**src/rtl/kbc_pkg.sv**
```systemverilog
package kbc_pkg;
  localparam int STW      = 8;
  localparam int B_OBF    = 0;
  localparam int B_IBF    = 1;
  localparam int B_F0     = 2;
  localparam int B_CMD    = 3;
  localparam int B_USR_LO = 4;
  localparam int USR_W    = 4;
endpackage

```
**src/rtl/kbc_inbuf.sv**
```systemverilog
module kbc_inbuf #(
  parameter int DW = 8
) (
  input  logic          clk,
  input  logic          rst,
  input  logic          host_wr,
  input  logic          host_cmd,
  input  logic [DW-1:0] host_wdata,
  input  logic          core_rd,
  input  logic          irq_en,
  output logic [DW-1:0] ibuf,
  output logic          ibf,
  output logic          cmd_flag,
  output logic          irq
);
  logic ibf_n;

  always_comb begin
    ibf_n = ibf;
    if (core_rd) ibf_n = 1'b0;
    if (host_wr) ibf_n = 1'b1;
  end

  always_ff @(posedge clk) begin
    if (rst) begin
      ibuf     <= '0;
      ibf      <= 1'b0;
      cmd_flag <= 1'b0;
      irq      <= 1'b0;
    end else begin
      ibf <= ibf_n;
      irq <= ibf_n & irq_en;
      if (host_wr) begin
        ibuf     <= host_wdata;
        cmd_flag <= host_cmd;
      end
    end
  end

  assert_ibf_set_R3: assert property (@(posedge clk) disable iff (rst)
    host_wr |=> ibf);
  assert_cmd_track_R8: assert property (@(posedge clk) disable iff (rst)
    host_wr |=> cmd_flag == $past(host_cmd));
  assert_ibf_clear_R4: assert property (@(posedge clk) disable iff (rst)
    (core_rd && !host_wr) |=> !ibf);
  assert_irq_needs_ibf_R7: assert property (@(posedge clk) disable iff (rst)
    irq |-> ibf);
  assert_irq_level_R7: assert property (@(posedge clk) disable iff (rst)
    (ibf && !core_rd && irq_en) |=> irq);
endmodule

```
**src/rtl/kbc_outbuf.sv**
```systemverilog
module kbc_outbuf #(
  parameter int DW = 8
) (
  input  logic          clk,
  input  logic          rst,
  input  logic          kbd_wr,
  input  logic          mou_wr,
  input  logic [DW-1:0] wdata,
  input  logic          host_take,
  output logic [DW-1:0] obuf,
  output logic          obf,
  output logic          src_mouse
);
  logic load;
  assign load = kbd_wr | mou_wr;

  always_ff @(posedge clk) begin
    if (rst) begin
      obuf      <= '0;
      obf       <= 1'b0;
      src_mouse <= 1'b0;
    end else begin
      if (load) begin
        obuf      <= wdata;
        obf       <= 1'b1;
        src_mouse <= mou_wr;
      end else if (host_take) begin
        obf <= 1'b0;
      end
    end
  end

  assert_obf_set_R10: assert property (@(posedge clk) disable iff (rst)
    load |=> obf);
  assert_obf_clear_R2: assert property (@(posedge clk) disable iff (rst)
    (host_take && !load) |=> !obf);
  assert_obuf_hold_R2: assert property (@(posedge clk) disable iff (rst)
    !load |=> $stable(obuf));
endmodule

```
**src/rtl/kbc_flags.sv**
```systemverilog
module kbc_flags
  import kbc_pkg::*;
#(
  parameter int DW = 8
) (
  input  logic             clk,
  input  logic             rst,
  input  logic             wr,
  input  logic [DW-1:0]    wdata,
  output logic             f0,
  output logic [USR_W-1:0] usr
);
  always_ff @(posedge clk) begin
    if (rst) begin
      f0  <= 1'b0;
      usr <= '0;
    end else if (wr) begin
      f0  <= wdata[B_F0];
      usr <= wdata[B_USR_LO +: USR_W];
    end
  end

  assert_flags_hold_R5: assert property (@(posedge clk) disable iff (rst)
    !wr |=> ($stable(f0) && $stable(usr)));
endmodule

```
**src/rtl/kbc_mailbox.sv**
```systemverilog
module kbc_mailbox
  import kbc_pkg::*;
#(
  parameter int DW = 8
) (
  input  logic          clk,
  input  logic          rst,
  input  logic          host_port,
  input  logic          host_wr,
  input  logic          host_rd,
  input  logic [DW-1:0] host_wdata,
  output logic [DW-1:0] host_rdata,
  input  logic          core_ibuf_rd,
  input  logic          core_kbd_wr,
  input  logic          core_mou_wr,
  input  logic          core_flag_wr,
  input  logic [DW-1:0] core_wdata,
  input  logic          core_irq_en,
  output logic [DW-1:0] core_ibuf_data,
  output logic [STW-1:0] core_status,
  output logic          core_obuf_mouse,
  output logic          core_irq
);
  logic [DW-1:0]    obuf;
  logic             obf, ibf, cmd_flag, f0;
  logic [USR_W-1:0] usr;
  logic             host_take;

  assign host_take = host_rd & ~host_port;

  kbc_inbuf #(.DW(DW)) u_in (
    .clk(clk), .rst(rst), .host_wr(host_wr), .host_cmd(host_port),
    .host_wdata(host_wdata), .core_rd(core_ibuf_rd), .irq_en(core_irq_en),
    .ibuf(core_ibuf_data), .ibf(ibf), .cmd_flag(cmd_flag), .irq(core_irq)
  );

  kbc_outbuf #(.DW(DW)) u_out (
    .clk(clk), .rst(rst), .kbd_wr(core_kbd_wr), .mou_wr(core_mou_wr),
    .wdata(core_wdata), .host_take(host_take), .obuf(obuf), .obf(obf),
    .src_mouse(core_obuf_mouse)
  );

  kbc_flags #(.DW(DW)) u_flags (
    .clk(clk), .rst(rst), .wr(core_flag_wr), .wdata(core_wdata),
    .f0(f0), .usr(usr)
  );

  always_comb begin
    core_status              = '0;
    core_status[B_OBF]       = obf;
    core_status[B_IBF]       = ibf;
    core_status[B_F0]        = f0;
    core_status[B_CMD]       = cmd_flag;
    core_status[B_USR_LO +: USR_W] = usr;
  end

  always_ff @(posedge clk) begin
    if (rst) host_rdata <= '0;
    else if (host_rd) host_rdata <= host_port ? core_status : obuf;
  end

  assert_rdata_hold_R6: assert property (@(posedge clk) disable iff (rst)
    !host_rd |=> $stable(host_rdata));
  assert_host_no_flag_R5: assert property (@(posedge clk) disable iff (rst)
    !core_flag_wr |=> $stable(core_status[7:4]));
endmodule

```
**config.mk**
```make
export PLATFORM = sky130hd
export DESIGN_NAME = kbc_mailbox
export DESIGN_NICKNAME = d
export VERILOG_FILES = /design/src/rtl/kbc_pkg.sv /design/src/rtl/kbc_inbuf.sv /design/src/rtl/kbc_outbuf.sv /design/src/rtl/kbc_flags.sv /design/src/rtl/kbc_mailbox.sv
export SDC_FILE = /design/constraint.sdc
export NUM_CORES = 1
export LEC_CHECK = 0
export CELL_PAD_IN_SITES_DETAIL_PLACEMENT = 1
export CELL_PAD_IN_SITES_GLOBAL_PLACEMENT = 2
export CORE_MARGIN = 2
export CORE_UTILIZATION = 37
export CTS_BUF_LIST = sky130_fd_sc_hd__clkbuf_8
export DETAILED_ROUTE_END_ITERATION = 8
export DONT_BUFFER_PORTS = 1
export PLACE_DENSITY_LB_ADDON = 0.1
export SYNTH_ARGS = -nofsm -noshare
export SYNTH_HDL_FRONTEND = slang
export SYNTH_SLANG_ARGS = --single-unit
```
**constraint.sdc**
```tcl
create_clock -name clk -period 0.97 [get_ports clk]
set_input_delay 0.2425 -clock clk [delete_from_list [all_inputs] [get_ports clk]]
set_output_delay 0.2425 -clock clk [all_outputs]
set_load 0.03 [all_outputs]
```
==> summary.md <==
| Metric | Value |
|---|---|
| Fin area | `1678 µm²` |
| Highest clock rate | `1002 MHz` |
| Unrepaired setup endpoints after global routing | `yes` |
| Max_slew headroom | `84.58%` |
| Net Count, Synth | `162` |
| 1st-iter DRT viols | `40` |
| Final wirelength | `2.824 mm` |
| GRT Residual Overflow | `0` |
| Core area | `3363 µm²` |
| Detailed-route via count | `981` |
| Global-route wire length before repair | `4.574 mm` |
| Final number of hold-violating endpoints | `0` |
| DP Area | `1390 µm²` |
| DRC | `0` |
| Router iterations before antenna repair | `3` |
| All-Layer GR Usage | `14.86%` |
| Sink Count | `34` |
| Total CTS buffers | `5` |
| FILL cells | `391` |
| Leak pwr | `0.0007322 µW` |
| Maximum vdd ir drop | `0.0009309 V` |
| Number of I/O pins | `52` |
| Hpwl dp | `1.935 mm` |
| Area Growth Syn to Fin | `27.71%` |
| WS Path Type | `reg2out` |
| Final core occ | `49.89%` |
| Slowest stage delay, CP | `0.35 ns` |
| Crit start category | `register` |
| Port-buffer cells | `0` |
| Multi-input combinational cell area | `520.5 µm²` |
| Tightest Pin Transition | `0.2308 ns` |
| Fin nets | `181` |
| Bufs on Longest Clock Path | `2` |
| Syn avg cell area | `9.660 µm²` |
| Hold WC Path Type | `in2reg` |
| Post-Syn Area | `1314 µm²` |
| Initial antenna violation count | `0` |
| Vias in the first global route | `982` |
| Register bit total from synthesis | `34` |
| Die H | `63.59 µm` |
| Vias per inst | `4.856` |
| Row Count | `21` |
| Crit-path cells | `buf_6` |
| Pwr Density | `1882 nW/µm²` |
| Final WS setup | `-0.02762 ns` |
| Synth Warn # | `0` |
| Initial Utilization | `39.06%` |
| Post-route ant nets | `0` |
| Drt wl/cell | `13.98 µm` |
| Fin. max-slew vios | `0` |
| RePlAce Congestion | `0.7220` |
| Final period demand of the worst path | `0.9976 ns` |
| Root buf cell | `clkbuf_8` |
| Max-Cap Viols | `0` |
| Layout cells sized above 1 | `40.38%` |
| ANT cells | `0` |
| Required time worst endpoint | `0.73 ns` |
| TritonCTS clock tree | `yes` |
| Clk_lat worst skew | `0.28 ns` |
| Register area share after synthesis | `51.81%` |
| WP buf/inv | `1` |
| Setup crit end kind | `primary output` |
| Endpoints failing setup | `16` |
| Period utilisation layout | `102.8%` |
| H-tree Lvls | `2` |
| CP max-delay cell | `dfxtp_2` |
| Worst-path fanout max | `3` |
| Die footprint | `4043 µm²` |
| Synthesized instance count | `136` |
| Failing checks | `negative setup slack` |
| Pre-CTS setup slack | `0.1747 ns` |
| Yosys cell types | `16` |
| Layout Skew | `0.001107 ns` |
| Status | `complete, but fails checks` |
| Clock-pin slew on the worst setup and hold paths | `0.06 ns` |
| Pin count of the biggest net entering global routing | `34` |
| Arr. time, crit path | `0.76 ns` |
| FF+latch area | `715.7 µm²` |
| Die X | `63.59 µm` |
| Critical path's top delay family | `flip-flops` |
| Hold Slack | `0.02171 ns` |
==> sequential cells by signal (all words and copies together) (netlist names) <==
| register | flops |
|---|---|
| u_in.irq | 1 |
| u_flags.usr | 4 |
| host_rdata | 8 |
| u_out.obuf | 8 |
| u_in.ibf | 1 |
| u_in.ibuf | 8 |
| u_out.obf | 1 |
| u_out.src_mouse | 1 |
| u_in.cmd_flag | 1 |
| u_flags.f0 | 1 |
==> logic make-up (layout without fill, tap and decap cells) <==
| group | after synthesis | in the layout | synth area share [%] |
|---|---|---|---|
| buffers and inverters | 18 | 38 | 8.571 |
| AO/OA/AOI/OAI | 28 | 28 | 12.19 |
| multiplexers | 22 | 22 | 16.76 |
| flip-flops | 34 | 34 | 51.81 |
| AND/OR/NAND/NOR | 34 | 34 | 10.67 |
==> synthesized netlist by cell type <==
cell       n  area share [%]
buf_6      2             1.7
clkbuf_1   1            0.29
nor2_1    23             6.6
and2_1     1            0.48
inv_1      2            0.57
buf_4      6             3.4
dfxtp_1   34              52
nand2_1    8             2.3
mux2i_1   22              17
buf_2      6             2.3
inv_2      1            0.29
nand2b_1   1            0.48
a21oi_1   11             4.2
nor2_4     1            0.86
a211oi_1   8             4.6
o21ai_0    9             3.4
==> final timing paths <==
path                         end  cells after the start     startpoint  slack (ns)
hold / removal      u_in.ibuf[1]                      1            rst        0.02
hold reg to reg    u_out.obuf[1]                      2  u_out.obuf[1]        0.45
setup reg to reg   host_rdata[3]                      4  host_rdata[3]        0.12
setup / recovery  core_status[1]                      1       u_in.ibf       -0.03
==> layer usage <==
layer	vias up	GRT usage (%)	wire (µm)
li1	492	-	-
met5	-	0	0
met2	31	23.29	1355
met1	453	18.24	1258
met4	0	5.707	29
met3	5	5.893	180
==> power by group <==
part	internal (µW)	leakage (µW)	switching (µW)	total (µW)
logic	196	0.000384	173	369
clock network	716	0.0000575	474	1190
registers	1500	0.000290	101	1600
total	2410	0.000732	747	3160
==> repair_timing <==
action	CTS	global route
buffers inserted	4	7
pin swaps	0	0
hold buffers	0	0
endpoints found under the setup margin	26	17
resized for setup	42	1
==> cell usage in the layout, fill, tap and decap left out, drive strengths merged <==
cell type  count
nor2          24
clkbuf         8
inv            3
nand2b         1
o21ai          9
dfxtp         34
a21oi         11
and2           1
buf           27
mux2i         22
nand2          8
a211oi         8
==> layout make-up <==
class	count	share of cell area [%]
flip-flops and latches	34	42.65
multi-input cells	84	31.02
repair buffers	27	15.66
clock buffers	8	6.562
well taps	46	3.430
inverters	3	0.6711
==> per-stage QoR <==
stage               setup TNS, ns  power (µW)  cells
finish                    -0.2113        3158    202
global route              -0.7233        3315    202
CTS                       -0.4124        3179    195
detailed placement              0        1917    183
global placement                0        1904    183
floorplan                       0        1902    136
(Power assumes the default switching activity.)
